<file path="src/rtl/els_pkg.sv">
package els_pkg;
  typedef enum logic {DIR_ADV = 1'b0, DIR_RET = 1'b1} step_dir_e;

  typedef struct packed {
    logic      valid;
    step_dir_e dir;
  } corr_t;
endpackage

</file>
<file path="src/rtl/els_timing.sv">
module els_timing
  import els_pkg::*;
#(
  parameter int RATIO_W = 8,
  parameter int STEP_W  = 8
) (
  input  logic               clk_i,
  input  logic               rst_ni,
  input  logic [RATIO_W-1:0] ratio_i,
  input  logic [STEP_W-1:0]  step_i,
  input  corr_t              corr_i,
  output logic               early_win_o,
  output logic               sym_end_o
);
  localparam int PW = ((RATIO_W > STEP_W) ? RATIO_W : STEP_W) + 3;

  logic [RATIO_W-1:0] ph_q, ph_d;
  logic signed [PW-1:0] ph_s, st_s, rt_s, raw, tmp;
  logic wrap;

  always_comb begin
    ph_s = $signed({{(PW-RATIO_W){1'b0}}, ph_q});
    st_s = $signed({{(PW-STEP_W){1'b0}}, step_i});
    rt_s = $signed({{(PW-RATIO_W){1'b0}}, ratio_i});
    raw  = ph_s + PW'(1);
    if (corr_i.valid) raw = (corr_i.dir == DIR_ADV) ? raw + st_s : raw - st_s;
    wrap = 1'b0;
    tmp  = raw;
    if (raw >= rt_s) begin
      wrap = 1'b1;
      tmp  = raw - rt_s;
      if (tmp >= rt_s) tmp = '0;
    end else if (raw < 0) begin
      tmp = raw + rt_s;
      if (tmp < 0) tmp = '0;
    end
    ph_d = tmp[RATIO_W-1:0];
  end

  always_ff @(posedge clk_i or negedge rst_ni) begin
    if (!rst_ni) ph_q <= '0;
    else         ph_q <= ph_d;
  end

  assign early_win_o = ph_q < {1'b0, ratio_i[RATIO_W-1:1]};
  assign sym_end_o   = wrap;

  assert_phase_in_range_R2: assert property (@(posedge clk_i) disable iff (!rst_ni)
    ph_q < ratio_i);
endmodule

</file>
<file path="src/rtl/els_integrators.sv">
module els_integrators #(
  parameter int RATIO_W = 8,
  localparam int CW = RATIO_W + 1,
  localparam int EW = CW + 1
) (
  input  logic                 clk_i,
  input  logic                 rst_ni,
  input  logic                 data_i,
  input  logic [RATIO_W-1:0]   ratio_i,
  input  logic                 early_win_i,
  input  logic                 sym_end_i,
  output logic                 err_valid_o,
  output logic signed [EW-1:0] err_o
);
  logic [CW-1:0] early_q, late_q, total_q;
  logic [CW-1:0] early_n, late_n, total_n, half;
  logic signed [EW-1:0] diff;
  logic bit_one;

  always_comb begin
    early_n = early_q + CW'(data_i & early_win_i);
    late_n  = late_q  + CW'(data_i & ~early_win_i);
    total_n = total_q + CW'(data_i);
    half    = CW'(ratio_i[RATIO_W-1:1]);
    bit_one = total_n > half;
    diff    = $signed({1'b0, early_n}) - $signed({1'b0, late_n});
  end

  always_ff @(posedge clk_i or negedge rst_ni) begin
    if (!rst_ni) begin
      early_q     <= '0;
      late_q      <= '0;
      total_q     <= '0;
      err_valid_o <= 1'b0;
      err_o       <= '0;
    end else begin
      err_valid_o <= sym_end_i;
      if (sym_end_i) begin
        early_q <= '0;
        late_q  <= '0;
        total_q <= '0;
        err_o   <= bit_one ? diff : -diff;
      end else begin
        early_q <= early_n;
        late_q  <= late_n;
        total_q <= total_n;
      end
    end
  end

  assert_one_err_per_symbol_R2: assert property (@(posedge clk_i) disable iff (!rst_ni)
    err_valid_o |=> !err_valid_o);
endmodule

</file>
<file path="src/rtl/els_loop_filter.sv">
module els_loop_filter
  import els_pkg::*;
#(
  parameter int RATIO_W = 8,
  parameter int THR_W   = 16,
  parameter int STEP_W  = 8,
  parameter int ACC_W   = 18,
  localparam int EW = RATIO_W + 2
) (
  input  logic                 clk_i,
  input  logic                 rst_ni,
  input  logic                 err_valid_i,
  input  logic signed [EW-1:0] err_i,
  input  logic [THR_W-1:0]     thresh_i,
  input  logic [STEP_W-1:0]    step_i,
  output corr_t                corr_o
);
  localparam logic signed [ACC_W:0] ACC_MAX = (ACC_W+1)'((1 << (ACC_W-1)) - 1);
  localparam logic signed [ACC_W:0] ACC_MIN = -ACC_MAX - 1;

  logic signed [ACC_W-1:0] acc_q, acc_sat;
  logic signed [ACC_W:0]   sum;
  logic [ACC_W-1:0]        mag;
  logic                    over;

  always_comb begin
    sum = {acc_q[ACC_W-1], acc_q} + {{(ACC_W+1-EW){err_i[EW-1]}}, err_i};
    if (sum > ACC_MAX)      acc_sat = ACC_MAX[ACC_W-1:0];
    else if (sum < ACC_MIN) acc_sat = ACC_MIN[ACC_W-1:0];
    else                    acc_sat = sum[ACC_W-1:0];
    mag  = acc_sat[ACC_W-1] ? ACC_W'(-acc_sat) : ACC_W'(acc_sat);
    over = mag > ACC_W'(thresh_i);
  end

  always_ff @(posedge clk_i or negedge rst_ni) begin
    if (!rst_ni) begin
      acc_q  <= '0;
      corr_o <= '{valid: 1'b0, dir: DIR_ADV};
    end else begin
      corr_o.valid <= 1'b0;
      if (err_valid_i) begin
        if (over && step_i != '0) begin
          corr_o.valid <= 1'b1;
          corr_o.dir   <= acc_sat[ACC_W-1] ? DIR_RET : DIR_ADV;
          acc_q        <= '0;
        end else begin
          acc_q <= acc_sat;
        end
      end
    end
  end

  assert_corr_needs_step_R7: assert property (@(posedge clk_i) disable iff (!rst_ni)
    corr_o.valid |-> $past(step_i != '0));
  assert_acc_cleared_R8: assert property (@(posedge clk_i) disable iff (!rst_ni)
    corr_o.valid |-> acc_q == '0);
  assert_corr_after_err_R4: assert property (@(posedge clk_i) disable iff (!rst_ni)
    corr_o.valid |-> $past(err_valid_i));
endmodule

</file>
<file path="src/rtl/el_bit_sync.sv">
module el_bit_sync
  import els_pkg::*;
#(
  parameter int RATIO_W = 8,
  parameter int THR_W   = 16,
  parameter int STEP_W  = 8,
  parameter int ACC_W   = 18
) (
  input  logic               clk_i,
  input  logic               rst_ni,
  input  logic               data_i,
  input  logic [RATIO_W-1:0] ratio_i,
  input  logic [THR_W-1:0]   thresh_i,
  input  logic [STEP_W-1:0]  step_i,
  output logic               data_clk_o
);
  localparam int EW = RATIO_W + 2;

  corr_t                corr;
  logic                 early_win, sym_end, err_valid;
  logic signed [EW-1:0] err;

  els_timing #(.RATIO_W(RATIO_W), .STEP_W(STEP_W)) u_timing (
    .clk_i, .rst_ni, .ratio_i, .step_i,
    .corr_i      (corr),
    .early_win_o (early_win),
    .sym_end_o   (sym_end)
  );

  els_integrators #(.RATIO_W(RATIO_W)) u_integ (
    .clk_i, .rst_ni, .data_i, .ratio_i,
    .early_win_i (early_win),
    .sym_end_i   (sym_end),
    .err_valid_o (err_valid),
    .err_o       (err)
  );

  els_loop_filter #(.RATIO_W(RATIO_W), .THR_W(THR_W), .STEP_W(STEP_W), .ACC_W(ACC_W)) u_filt (
    .clk_i, .rst_ni, .thresh_i, .step_i,
    .err_valid_i (err_valid),
    .err_i       (err),
    .corr_o      (corr)
  );

  assign data_clk_o = early_win;

  assert_clk_high_after_reset_R1: assert property (@(posedge clk_i) disable iff (!rst_ni)
    $rose(rst_ni) |-> data_clk_o);
endmodule

</file>
<file path="config.mk">
export PLATFORM = sky130hd
export DESIGN_NAME = el_bit_sync
export DESIGN_NICKNAME = d
export VERILOG_FILES = /design/src/rtl/els_pkg.sv /design/src/rtl/els_timing.sv /design/src/rtl/els_integrators.sv /design/src/rtl/els_loop_filter.sv /design/src/rtl/el_bit_sync.sv
export SDC_FILE = /design/constraint.sdc
export NUM_CORES = 1
export LEC_CHECK = 0
export BUFFER_PORTS_ARGS = -buffer_cell sky130_fd_sc_hd__buf_2
export CAP_MARGIN = 0
export CORE_UTILIZATION = 53
export DETAILED_ROUTE_END_ITERATION = 6
export GPL_TIMING_DRIVEN = 0
export PLACE_DENSITY = 0.7
export SLEW_MARGIN = 20
export SYNTH_ARGS = -nofsm -noshare
export SYNTH_HDL_FRONTEND = slang
export SYNTH_SLANG_ARGS = --single-unit
</file>
<file path="constraint.sdc">
create_clock -name clk_i -period 6.1 [get_ports clk_i]
set_input_delay 1.22 -clock clk_i [delete_from_list [all_inputs] [get_ports clk_i]]
set_output_delay 1.22 -clock clk_i [all_outputs]
set_load 0.1 [all_outputs]
</file>
# Yosys cells after proc, flatten, opt, wreduce, memory -nomap -nowiden
# Cells that the tools add are included.
totals:
  reg_bits: 66
  in_bits: 35
  output_inout_bits: 1
  word_cells: 54
classes:
  n_addsub: 12
  order_cmp: 9
  n_mux: 18
  bitwise_logic: 3
  n_reduce_logical: 3
ops:
  columns: ["cell", "n"]
  rows:
  - ["18-bit two-way mux", 4]
  - ["8-bit two-way mux", 4]
  - ["9-bit two-way mux", 3]
  - ["11-bit by 9-bit adder with 11-bit output", 2]
  - ["11-bit by 9-bit >= comparator with 1-bit output", 2]
  - ["11-bit by 1-bit less-than comparator with 1-bit output (second input constant)", 2]
  - ["11-bit two-way mux", 2]
  - ["11-bit by 9-bit subtractor with 11-bit output", 2]
  - ["18-bit by 10-bit adder with 19-bit output", 1]
  - ["19-bit by 18-bit > comparator with 1-bit output (second input constant)", 1]
  - ["19-bit by 18-bit less-than comparator with 1-bit output (second input constant)", 1]
  - ["9-bit adder", 2]
  - ["18-bit by 16-bit > comparator with 1-bit output", 1]
  - ["18-bit negator", 1]
  - ["10-bit two-way mux", 1]
  - ["10-bit negator", 1]
  - ["9-bit by 9-bit subtractor with 10-bit output", 1]
  - ["8-bit by 1-bit adder with 9-bit output (second input constant)", 1]
  - ["9-bit by 1-bit adder with 9-bit output", 1]
  - ["1-bit by 9-bit AND with 9-bit output", 1]
  - ["9-bit by 7-bit > comparator with 1-bit output", 1]
  - ["1-bit NOT with 9-bit output", 1]
  - ["8-bit by 7-bit less-than comparator with 1-bit output", 1]
  - ["8-bit nonzero test", 1]
  - ["5 further kinds", 7]

# Logic depth before layout (Yosys ltp)
depth:
  depth_word: 10
  mapped_depth: 28
  depth_no_buf: 26

# By module
# Synthesis repeated with hierarchy kept, for this count alone.
unflattened:
  hier_cells: 1012
  hier_area_um2: 8272.9
by_module_without_submodules:
  columns: ["mod", "n_inst", "cells_per_inst", "area_per_inst_um2", "seq_area_each_um2"]
  rows:
  - ["els_loop_filter", 1, 407, 3004.1, 500.5]
  - ["els_timing", 1, 340, 2752.6, 200.2]
  - ["els_integrators", 1, 265, 2516.2, 950.9]

# Worst setup path before layout
# Ideal clock, no wire load.
synth_timing:
  path_type: "reg2reg"
  from: "register u_integ.err_o[0]"
  to: "register u_filt.acc_q[0]"
  setup_time_ns: 0.094
  arrival_time_ns: 5.392
  required_time_ns: 6.006
  setup_slack_ns: 0.614
  path_stages_with_launch: 28
  n_path_buf: 2
  period_less_slack_ns: 5.486
  cell_sequence: "dfrtp_1 > ha_1 > inv_1 > fa_1 > nor2b_1 > o31a_1 > o21a_1 > o31ai_1 > o221a_2 > clkbuf_1 > nor2_1 > o21ai_0 > ha_1 > inv_1 > nor2_1 > a21oi_1 > o22a_1 > ha_1 > a21o_1 > a21o_1 > a21o_1 > a2111oi_0 > o21ai_0 > a22oi_1 > o41a_1 > o31ai_2 > buf_4 > a221oi_2"
synth_via:
  elab_chain_cells: 9
  elab_cells_between_ends: 10
  cone_classes: "2 x add/sub; 3 x order compare; 4 x mux; 1 x reduce/logical"
synth_rtl:
  columns: ["element", "line", "source"]
  rows:
  - ["from (decl)", "els_integrators.sv:13", "output logic signed [EW-1:0] err_o"]
  - ["from (signal assigned)", "els_integrators.sv:42", "err_o <= bit_one ? diff : -diff;"]
  - ["18-bit by 10-bit adder with 19-bit output *", "els_loop_filter.sv:27", "sum = {acc_q[ACC_W-1], acc_q} + {{(ACC_W+1-EW){err_i[EW-1]}}, err_i};"]
  - ["19-bit by 18-bit less-than comparator with 1-bit output", "els_loop_filter.sv:29", "else if (sum < ACC_MIN) acc_sat = ACC_MIN[ACC_W-1:0];"]
  - ["18-bit two-way mux", "els_loop_filter.sv:29", null]
  - ["18-bit two-way mux *", "els_loop_filter.sv:28", "if (sum > ACC_MAX) acc_sat = ACC_MAX[ACC_W-1:0];"]
  - ["18-bit negator", "els_loop_filter.sv:31", "mag = acc_sat[ACC_W-1] ? ACC_W'(-acc_sat) : ACC_W'(acc_sat);"]
  - ["18-bit two-way mux", "els_loop_filter.sv:31", null]
  - ["18-bit by 16-bit > comparator with 1-bit output", "els_loop_filter.sv:32", "over = mag > ACC_W'(thresh_i);"]
  - ["1-bit logical AND", "els_loop_filter.sv:42", "if (over && step_i != '0) begin"]
  - ["18-bit two-way mux *", "els_loop_filter.sv:42", null]
  - ["to (signal assigned)", "els_loop_filter.sv:47", "acc_q <= acc_sat;"]
  - ["to (decl)", "els_loop_filter.sv:21", "logic signed [ACC_W-1:0] acc_q, acc_sat;"]
# Mark *: on every way between the ends. The rest lies on a longest branch, timed or not.
# A chain may end at the register's enable or synchronous reset.

# Final worst setup path
layout_timing:
  from: "register u_integ.err_o[9]"
  to: "register u_filt.acc_q[0]"
# The elaborated chain is that of the path after synthesis.

==> results.toml <==
[status]
status = "finished, final reports clean"

[yosys]
syn_area_sq_mm = 0.00759
synthArstFlopShare_pct = 100
ys_seq_area_share_pct = 21.8
synth_edf_count = 0
yosys_warnings = 0
ys.flop_type = "dfrtp_1"
avgSynthCellArea_sq_um = 8.04
synthDominantCellAreaShare_pct = 21.8
syn_inst = 944
synth_top_cells_by_area = "dfrtp_1 (22%), ha_1 (17%), a21oi_1 (6.7%), xnor2_1 (5.3%), xor2_1 (4.3%)"
yosys.area.top_type = "dfrtp_1"
ys_seq_elements = 66
netlist-cell-type-count = 76
synth_nets = 1090

[grt]
grt_pass1_wl_mm = 30.1
gr-total-overflow = 0
grt_pass1_vias = 6285
grtUsageTotal_pct = 25.7
antenna_found_initial = 0
grt_start_max_net_pins = 44

[cells_and_area]
nFillCells = 1286
diodes = 0
final_cell_mix = "ha_1 (103), a21oi_1 (101), inv_1 (75)"
num-nets-final = 1140
drive_gt1_share_pct = 9.22
layout.cells.non_filler = 1178
final_common_cell = "ha_1"
design_area_sq_mm = 0.00836
syn_to_final_growth_pct = 10.2

[critical_path]
required_ps = 6340
cp.arrival_ps = 6010
cp_top_family = "compound AO/OA/AOI/OAI gates"
cp_slowest_stage_delay_ps = 490
crit_type = "flop to flop"
rrSetupSlack_ps = 330
cp_slowest_cell = "dfrtp_2"
worstReg2RegStart = "u_integ.err_o[9]$_DFFE_PN0N_"
critPathCaptureType = "flop"
rr_endpoint = "u_filt.acc_q[0]$_DFFE_PN0P_"
startpoint_type = "flop"
critical_path.max_fanout = 10
reg2reg_depth = 25
path_buf_inv = 3

[place]
numPortBuffers = 35
place_congestion = 0.868
place_area_sq_mm = 0.00801
placed_cells = 1160
dpl.hpwl_mm = 14.5

[die]
core_sq_mm = 0.0139
io_pins = 36
fp-row-count = 43
dieArea_sq_mm = 0.0148
die_h_microns = 122
initial_utilization_pct = 54.5
die_w_microns = 122

[timing]
fin_crit_sh_pct = 94.6
fin_crit_ps = 5770
slew_viol_final = 0
worst_pin_slew_ps = 1050
tns_ps = 0
hold_viol_final = 0
setup_viol = 0
hold_slack_ps = 495
clock_skew_ps = 7.15
rsz0062_at_grt = "false"
slew_headroom_pct = 28.8
max_freq_ghz = 0.173

[clock_tree]
clockRootBuffer = "clkbuf_16"
ctsHoldBuffers = 0
h-tree-depth = 3
cts_buffer_depth = 2
cts_made_buffers = 9
numClockSinks = 66
cts_tree = "built"
cts.clk_slew.worst_paths_ps = 60
clock_latency_ps = 330

[hold_path]
whs_path_depth = 2
hold_path_class = "flop to flop"
worst_hold_path.endpoint = "u_integ.err_o[5]$_DFFE_PN0N_"
hp-start = "u_integ.err_o[5]$_DFFE_PN0N_"

[route]
vias = 6781
drt_iter0_drc = 502
vias_per_cell = 5.76
post_drt_wl_per_cell_microns = 15.4
wl_mm = 18.2
drc = 0
ant_nets = 0
firstDrtPassIters = 5

[job]
cap_violations = 0
## stage by stage
| stage | setup WS (ps) | utilization [%] |
|---|---|---|
| after floorplan | 614 | - |
| after global placement | -467 | 57.3 |
| after detailed placement | -484 | 57.5 |
| after CTS | 2.58 | 59.6 |
| after global routing | 22.1 | 60.0 |
| final | 332 | 60.0 |
## worst max-delay path by stage
stage	endpoint	slack (ps)	cells past startpoint	startpoint
after CTS	u_filt.acc_q[0]$_DFFE_PN0P_	3	28	u_integ.err_o[0]$_DFFE_PN0N_
final	u_filt.acc_q[0]$_DFFE_PN0P_	330	25	u_integ.err_o[9]$_DFFE_PN0N_
after global routing	u_filt.acc_q[0]$_DFFE_PN0P_	20	28	u_integ.err_o[0]$_DFFE_PN0N_
after detailed placement	u_filt.acc_q[0]$_DFFE_PN0P_	-480	27	u_integ.err_o[0]$_DFFE_PN0N_
after floorplan	u_filt.acc_q[0]$_DFFE_PN0P_	610	27	u_integ.err_o[0]$_DFFE_PN0N_
after global placement	u_filt.acc_q[0]$_DFFE_PN0P_	-470	27	u_integ.err_o[0]$_DFFE_PN0N_
## sequential cells by signal, summed over array words and instances, names as in the netlist
signal,flops
u_filt.acc_q,18
u_integ.err_o,10
u_integ.early_q,9
u_integ.late_q,9
u_integ.total_q,9
u_timing.ph_q,8
u_filt.corr_o,2
u_integ.err_valid_o,1
## per-layer routing
layer,track usage [%],up-vias,part of all wire (%)
met4,7.41,0,1.2
li1,-,3491,-
met3,2.72,19,3.7
met2,41.9,143,45
met5,0,-,0
met1,36.0,3128,50
## cells by family after synthesis
family | after synthesis | share of synthesized area (%)
adders and majority gates | 112 | 19.0
buffers and inverters | 111 | 5.65
muxes | 9 | 1.25
xor gates and xnor gates | 83 | 9.58
AOI/OAI and AO/OA | 293 | 25.1
DFF | 66 | 21.8
and+or+nand+nor | 270 | 17.6
## area by class of cell
cell class / instances / area [sq um] / share of cell area, %
Clock inverter: 3 / 15.0 / 0.180
Sequential cell: 66 / 1650 / 19.8
Buffer: 34 / 148 / 1.77
Clock buffer: 12 / 256 / 3.07
Multi-Input combinational cell: 767 / 5560 / 66.4
Inverter: 77 / 289 / 3.46
Timing Repair Buffer: 39 / 220 / 2.63
Tap cell: 180 / 225 / 2.69
## timing repair
action | 4_1_cts | 5_1_grt
cloned | 0 | 0
resized for setup | 8 | 16
pin swaps | 1 | 3
buffers inserted | 1 | 2
endpoints found under the setup margin | 20 | 21
## worst register-to-register path, stage by stage, from the launching register on
cell and delay [ps]:
dfrtp_2 490, ha_1 430, and3_1 260, a31oi_1 240
nand3_1 140, o21a_2 250, o211a_1 320, clkbuf_2 240
nor2_2 180, o21ai_2 110, ha_2 230, clkbuf_2 190
or3_1 390, a21oi_1 130, a31oi_1 60, ha_1 200
a21o_1 160, a21oi_1 150, o221ai_1 130, a2111oi_1 370
o21ai_1 170, a22oi_1 170, o41a_1 180, o31ai_2 70
buf_4 190, a221oi_2 230
## cell usage after synthesis, types with 4 or more instances
library cell	n
a21o_1	17
o2bb2ai_1	4
nand3_1	21
nor3b_1	5
or3_1	4
inv_1	75
fa_1	6
nand2_1	69
o31ai_1	9
nor4_1	7
o21ai_0	52
mux2i_1	5
o22ai_1	7
mux2_2	4
a211oi_1	14
nor2b_1	14
a211o_1	4
nor3_1	16
xnor2_1	46
dfrtp_1	66
o21a_1	14
o21bai_1	9
and3_1	7
xor2_1	37
and2_1	21
clkbuf_1	25
o211ai_1	10
a31oi_1	9
nor2_1	70
nand3b_1	4
nand4_1	12
a21oi_1	101
a2111oi_0	4
ha_1	105
nand2b_1	7
Power is not shown: default switching activity piles up to over one toggle a cycle in this logic, so the estimate is an artifact.
